[config.mk]
export PLATFORM = sky130hd
export DESIGN_NAME = burst_col_seq
export DESIGN_NICKNAME = d
export VERILOG_FILES = /design/src/rtl/burst_col_seq_pkg.sv /design/src/rtl/burst_cfg_dec.sv /design/src/rtl/burst_beat_ctr.sv /design/src/rtl/burst_addr_gen.sv /design/src/rtl/burst_col_seq.sv
export SDC_FILE = /design/constraint.sdc
export NUM_CORES = 1
export LEC_CHECK = 0
export ABC_AREA = 0
export BUFFER_PORTS_ARGS = -buffer_cell sky130_fd_sc_hd__buf_4
export CAP_MARGIN = 0
export CORE_MARGIN = 4
export CORE_UTILIZATION = 40
export DETAILED_ROUTE_END_ITERATION = 6
export PLACE_DENSITY = 0.65
export SLEW_MARGIN = 20
export SYNTH_ARGS = -nofsm -noshare
export SYNTH_HDL_FRONTEND = slang
export SYNTH_SLANG_ARGS = --single-unit
export TNS_END_PERCENT = 1
[constraint.sdc]
create_clock -name clk_i -period 2 [get_ports clk_i]
set_input_delay 0.1 -clock clk_i [delete_from_list [all_inputs] [get_ports clk_i]]
set_output_delay 0.1 -clock clk_i [all_outputs]
set_load 0.005 [all_outputs]
[src/rtl/burst_col_seq_pkg.sv]
package burst_col_seq_pkg;
  localparam int COL_W     = 9;
  localparam int BLSEL_W   = 2;
  localparam int WIN_W_MAX = 3;
  localparam int CNT_W     = WIN_W_MAX;

  typedef enum logic [BLSEL_W-1:0] {
    BL_NONE = 2'b00,
    BL_2    = 2'b01,
    BL_4    = 2'b10,
    BL_8    = 2'b11
  } bl_sel_e;

  typedef enum logic {
    ORD_SEQ = 1'b0,
    ORD_ILV = 1'b1
  } order_e;
endpackage

[src/rtl/burst_cfg_dec.sv]
module burst_cfg_dec
  import burst_col_seq_pkg::*;
#(
  parameter int BL_W  = BLSEL_W,
  parameter int WIN_W = WIN_W_MAX
) (
  input  logic [BL_W-1:0]  bl_sel_i,
  output logic             legal_o,
  output logic [WIN_W-1:0] mask_o,
  output logic [WIN_W-1:0] last_idx_o
);
  // code value equals log2(burst length)
  localparam int CODE_MAX = WIN_W;

  assign legal_o = (bl_sel_i != '0) && (int'(bl_sel_i) <= CODE_MAX);

  for (genvar i = 0; i < WIN_W; i++) begin : g_mask
    assign mask_o[i] = (int'(bl_sel_i) > i);
  end

  // beats - 1 == window mask
  assign last_idx_o = mask_o;
endmodule

[src/rtl/burst_beat_ctr.sv]
module burst_beat_ctr #(
  parameter int CNT_W = 3
) (
  input  logic             clk_i,
  input  logic             rst_ni,
  input  logic             load_i,
  input  logic [CNT_W-1:0] last_idx_i,
  output logic [CNT_W-1:0] cnt_o,
  output logic             active_o,
  output logic             last_o
);
  logic             active_q;
  logic [CNT_W-1:0] cnt_q;
  logic [CNT_W-1:0] last_idx_q;

  assign last_o   = active_q && (cnt_q == last_idx_q);
  assign active_o = active_q;
  assign cnt_o    = cnt_q;

  always_ff @(posedge clk_i or negedge rst_ni) begin
    if (!rst_ni) begin
      active_q   <= 1'b0;
      cnt_q      <= '0;
      last_idx_q <= '0;
    end else if (load_i) begin
      active_q   <= 1'b1;
      cnt_q      <= '0;
      last_idx_q <= last_idx_i;
    end else if (active_q) begin
      if (last_o) begin
        active_q <= 1'b0;
        cnt_q    <= '0;
      end else begin
        cnt_q <= cnt_q + 1'b1;
      end
    end
  end
endmodule

[src/rtl/burst_addr_gen.sv]
module burst_addr_gen #(
  parameter int COL_W = 9,
  parameter int WIN_W = 3
) (
  input  logic [COL_W-1:0] base_i,
  input  logic [WIN_W-1:0] mask_i,
  input  logic             ilv_i,
  input  logic [WIN_W-1:0] cnt_i,
  output logic [COL_W-1:0] col_o
);
  logic [WIN_W-1:0] seq_low;
  logic [WIN_W-1:0] ilv_low;
  logic [WIN_W-1:0] win_low;

  // sum truncated to window width; masking below drops the carry
  assign seq_low = base_i[WIN_W-1:0] + cnt_i;
  assign ilv_low = base_i[WIN_W-1:0] ^ cnt_i;
  assign win_low = ilv_i ? ilv_low : seq_low;

  for (genvar i = 0; i < WIN_W; i++) begin : g_low
    assign col_o[i] = mask_i[i] ? win_low[i] : base_i[i];
  end

  assign col_o[COL_W-1:WIN_W] = base_i[COL_W-1:WIN_W];
endmodule

[src/rtl/burst_col_seq.sv]
module burst_col_seq
  import burst_col_seq_pkg::*;
#(
  parameter int COL_BITS = COL_W,
  parameter int BL_BITS  = BLSEL_W,
  parameter int WIN_BITS = WIN_W_MAX
) (
  input  logic                clk_i,
  input  logic                rst_ni,
  input  logic                start_i,
  input  logic [COL_BITS-1:0] start_col_i,
  input  logic [BL_BITS-1:0]  bl_sel_i,
  input  logic                mode_i,
  output logic [COL_BITS-1:0] col_o,
  output logic                beat_valid_o,
  output logic                last_o
);
  logic                legal;
  logic                load;
  logic [WIN_BITS-1:0] mask_d;
  logic [WIN_BITS-1:0] last_idx_d;
  logic [WIN_BITS-1:0] cnt;
  logic [COL_BITS-1:0] base_q;
  logic [WIN_BITS-1:0] mask_q;
  logic                ilv_q;

  burst_cfg_dec #(
    .BL_W (BL_BITS),
    .WIN_W(WIN_BITS)
  ) u_dec (
    .bl_sel_i  (bl_sel_i),
    .legal_o   (legal),
    .mask_o    (mask_d),
    .last_idx_o(last_idx_d)
  );

  assign load = start_i && legal;

  always_ff @(posedge clk_i or negedge rst_ni) begin
    if (!rst_ni) begin
      base_q <= '0;
      mask_q <= '0;
      ilv_q  <= 1'b0;
    end else if (load) begin
      base_q <= start_col_i;
      mask_q <= mask_d;
      ilv_q  <= (mode_i == ORD_ILV);
    end
  end

  burst_beat_ctr #(
    .CNT_W(WIN_BITS)
  ) u_ctr (
    .clk_i     (clk_i),
    .rst_ni    (rst_ni),
    .load_i    (load),
    .last_idx_i(last_idx_d),
    .cnt_o     (cnt),
    .active_o  (beat_valid_o),
    .last_o    (last_o)
  );

  burst_addr_gen #(
    .COL_W(COL_BITS),
    .WIN_W(WIN_BITS)
  ) u_gen (
    .base_i(base_q),
    .mask_i(mask_q),
    .ilv_i (ilv_q),
    .cnt_i (cnt),
    .col_o (col_o)
  );
endmodule

==> out/results.ini <==
[status]
status=complete, no violations

[layout]
diodes=0
layoutNonFillerInstCount=130
layout_commonest_cell=buf_4
drive_gt1_share_pct=49.0
syn_to_final_growth_pct=24.3
num-fill-cells=203
finalNetCount=122
final_cell_mix=buf_4 (26), dfrtp_1 (16), mux2_2 (10), nand2_1 (6), nand3_1 (5)
stdcell_area_um2=1140

[setup_path]
path_delay_family=adder cells
critPathRequiredTime_ps=1900
cp_slowest_stage_delay_ps=370
path_cells=ha_2 -> inv_2 -> fa_2 -> o21a_1 -> o21ai_2 -> xnor2_1 -> buf_4
slowest_stage=dfrtp_1
start_kind=flip-flop
crit_fanout=3
cp.buffers_inverters=2
crit_path_end_kind=output pin
cp.arrival_ps=1800
critPathKind=flip-flop to output pin

[timing]
slew_headroom_pct=61.7
max_freq_mhz=527
fin_skew_ps=1.86
tns_ps=0
rsz0062_at_grt=true
timing.final.crit_share_pct=94.8
hold_viol_final=0
drv_slew=0
min_period_ps=1900
tightest_slew_ps=572
hold_slack_ps=33.6
setup_viol=0

[synth]
syn_area_per_cell_um2=11.7
ys_seq_area_share_pct=46.4
netlist_area_um2=916
synth_nets=97
synth.area.top_cells=dfrtp_1 (46%), mux2_2 (12%), buf_4 (4.9%)
ys_types=26
yosysWarnings=0
synth-seq-cells=17
synth_top_cell_area_share_pct=46.4
synth_largest_area_cell=dfrtp_1
synthCells=78

[floorplan]
start_util_pct=41.8
fp.coreArea_um2=2190
dieArea_um2=3120
die_w_um=55.9
row_count=17
ios=26
die_y_um=55.9

[clock_tree]
cts_root_buf=clkbuf_4
clk_latency_ps=290
clock_sinks=17
htreeDepth=1
cts_buffer_depth=2
cts_buffers=3
path_clk_slew_ps=100
cts_tree=yes

[job]
maxCapViolations=0

[pwr]
vdd_drop_max_v=0.000563
leakage_nw=0.527
powerDensity_nw_per_um2=941

[placement]
placed_area_um2=1080
placed_cells=124
io_buffers=25
hpwlAfterDp_mm=1.22
gp_congestion=0.728

[global_route]
gr-usage-all-layers_pct=11.5
grt_overflow_total=0
antenna_found_initial=0
grt_pass1_vias=662
grt_max_degree=20
grt_pass1_wl_mm=2.85

[detailed_routing]
drt_iter0_drc=4
first_pass_iters=2
post-route-drc-count=0
routed_via_density=4.92
vias=640
routed_wl_mm=1.63
wl_per_cell_um=12.6
drtAntennaViolNets=0

[min_path]
min_path_type=input pin to flip-flop

-- logic make-up (layout without fill, tap and decap cells) --
logic type	after synthesis	in the layout	synth area share, %
AO/OA/AOI/OAI	8	8	6.15
XOR/XNOR	4	4	4.65
adder cells (fa/ha/maj)	4	4	6.28
buffers and inverters	11	35	8.20
flip-flops	17	17	46.4
multiplexers	12	12	15.0
AND/OR/NAND/NOR	22	22	13.3
-- metal layers --
layer  global-route usage (%)  up-vias  routed length (um)
li1                         -      309                   -
met1                     14.7      312                 714
met2                     18.1       19                 816
met3                     3.48        0                 102
met4                     5.08        0                   0
met5                        0        -                   0
-- sequential cells by signal, indices dropped and copies added, names as in the netlist --
signal	count
u_ctr.last_idx_q	3
base_q	9
u_ctr.cnt_o	3
u_ctr.active_o	1
ilv_q	1
-- metrics by stage --
step / util, % / total power [mW] / setup slack (ps)
after global placement: 49.2 / 0.860 / 268
after detailed placement: 49.2 / 0.870 / 256
after CTS: 51.3 / 1.08 / 39.4
after global routing: 52.0 / 1.16 / -32.9
final: 52.0 / 1.07 / 104
after floorplan: - / 0.725 / 454
-- cell usage after synthesis (all sizes together) --
| master | instances |
|---|---|
| nor3 | 4 |
| a21o | 1 |
| xor2 | 3 |
| inv | 4 |
| mux2 | 11 |
| xnor2 | 1 |
| a21oi | 1 |
| o21ai | 5 |
| buf | 7 |
| nand3 | 5 |
| nand2b | 1 |
| ha | 3 |
| fa | 1 |
| nor4b | 1 |
| o21a | 1 |
| nand3b | 3 |
| mux2i | 1 |
| nor2 | 1 |
| nand2 | 6 |
| dfrtp | 17 |
| nor4 | 1 |
-- final timing paths --
check                                            from                          to  slack, ps  cells after the start
setup / recovery                base_q[0]$_DFFE_PN0P_                    col_o[2]        100                      7
hold / removal                         start_col_i[8]       base_q[8]$_DFFE_PN0P_         30                      2
setup reg to reg           u_ctr.cnt_o[0]$_DFFE_PN0P_  u_ctr.cnt_o[2]$_DFFE_PN0P_        690                      5
hold reg to reg                 base_q[7]$_DFFE_PN0P_       base_q[7]$_DFFE_PN0P_        520                      1
max in group asynchronous                      rst_ni  u_ctr.cnt_o[1]$_DFFE_PN0P_       1590                      2
min in group asynchronous                      rst_ni  u_ctr.cnt_o[2]$_DFFE_PN0P_        200                      2
-- what timing repair did --
action                                  CTS  global route
gates resized for setup                   2             5
endpoints found under the hold margin    17             0
pin swaps                                 0             3
setup buffers                             1             0
endpoints found under the setup margin    1             2
hold buffers                              1             0
-- final cells by class --
| cell class | instances | area (um^2) | area share [%] |
|---|---|---|---|
| clock buffer | 3 | 22.5 | 1.98 |
| clock inverter | 1 | 5.00 | 0.440 |
| inverter | 4 | 15.0 | 1.32 |
| multi-input combinational | 50 | 429 | 37.7 |
| sequential | 17 | 427 | 37.5 |
| tap | 28 | 35.0 | 3.08 |
| timing repair buffer | 27 | 205 | 18.0 |
-- where the power goes --
group / total, mW / switching (mW) / internal [mW]
Combinational: 0.411 / 0.179 / 0.231
Clock: 0.182 / 0.108 / 0.0743
Sequential: 0.478 / 0.0716 / 0.406
Total: 1.07 / 0.359 / 0.712
Power figures use the tool's default switching activity.
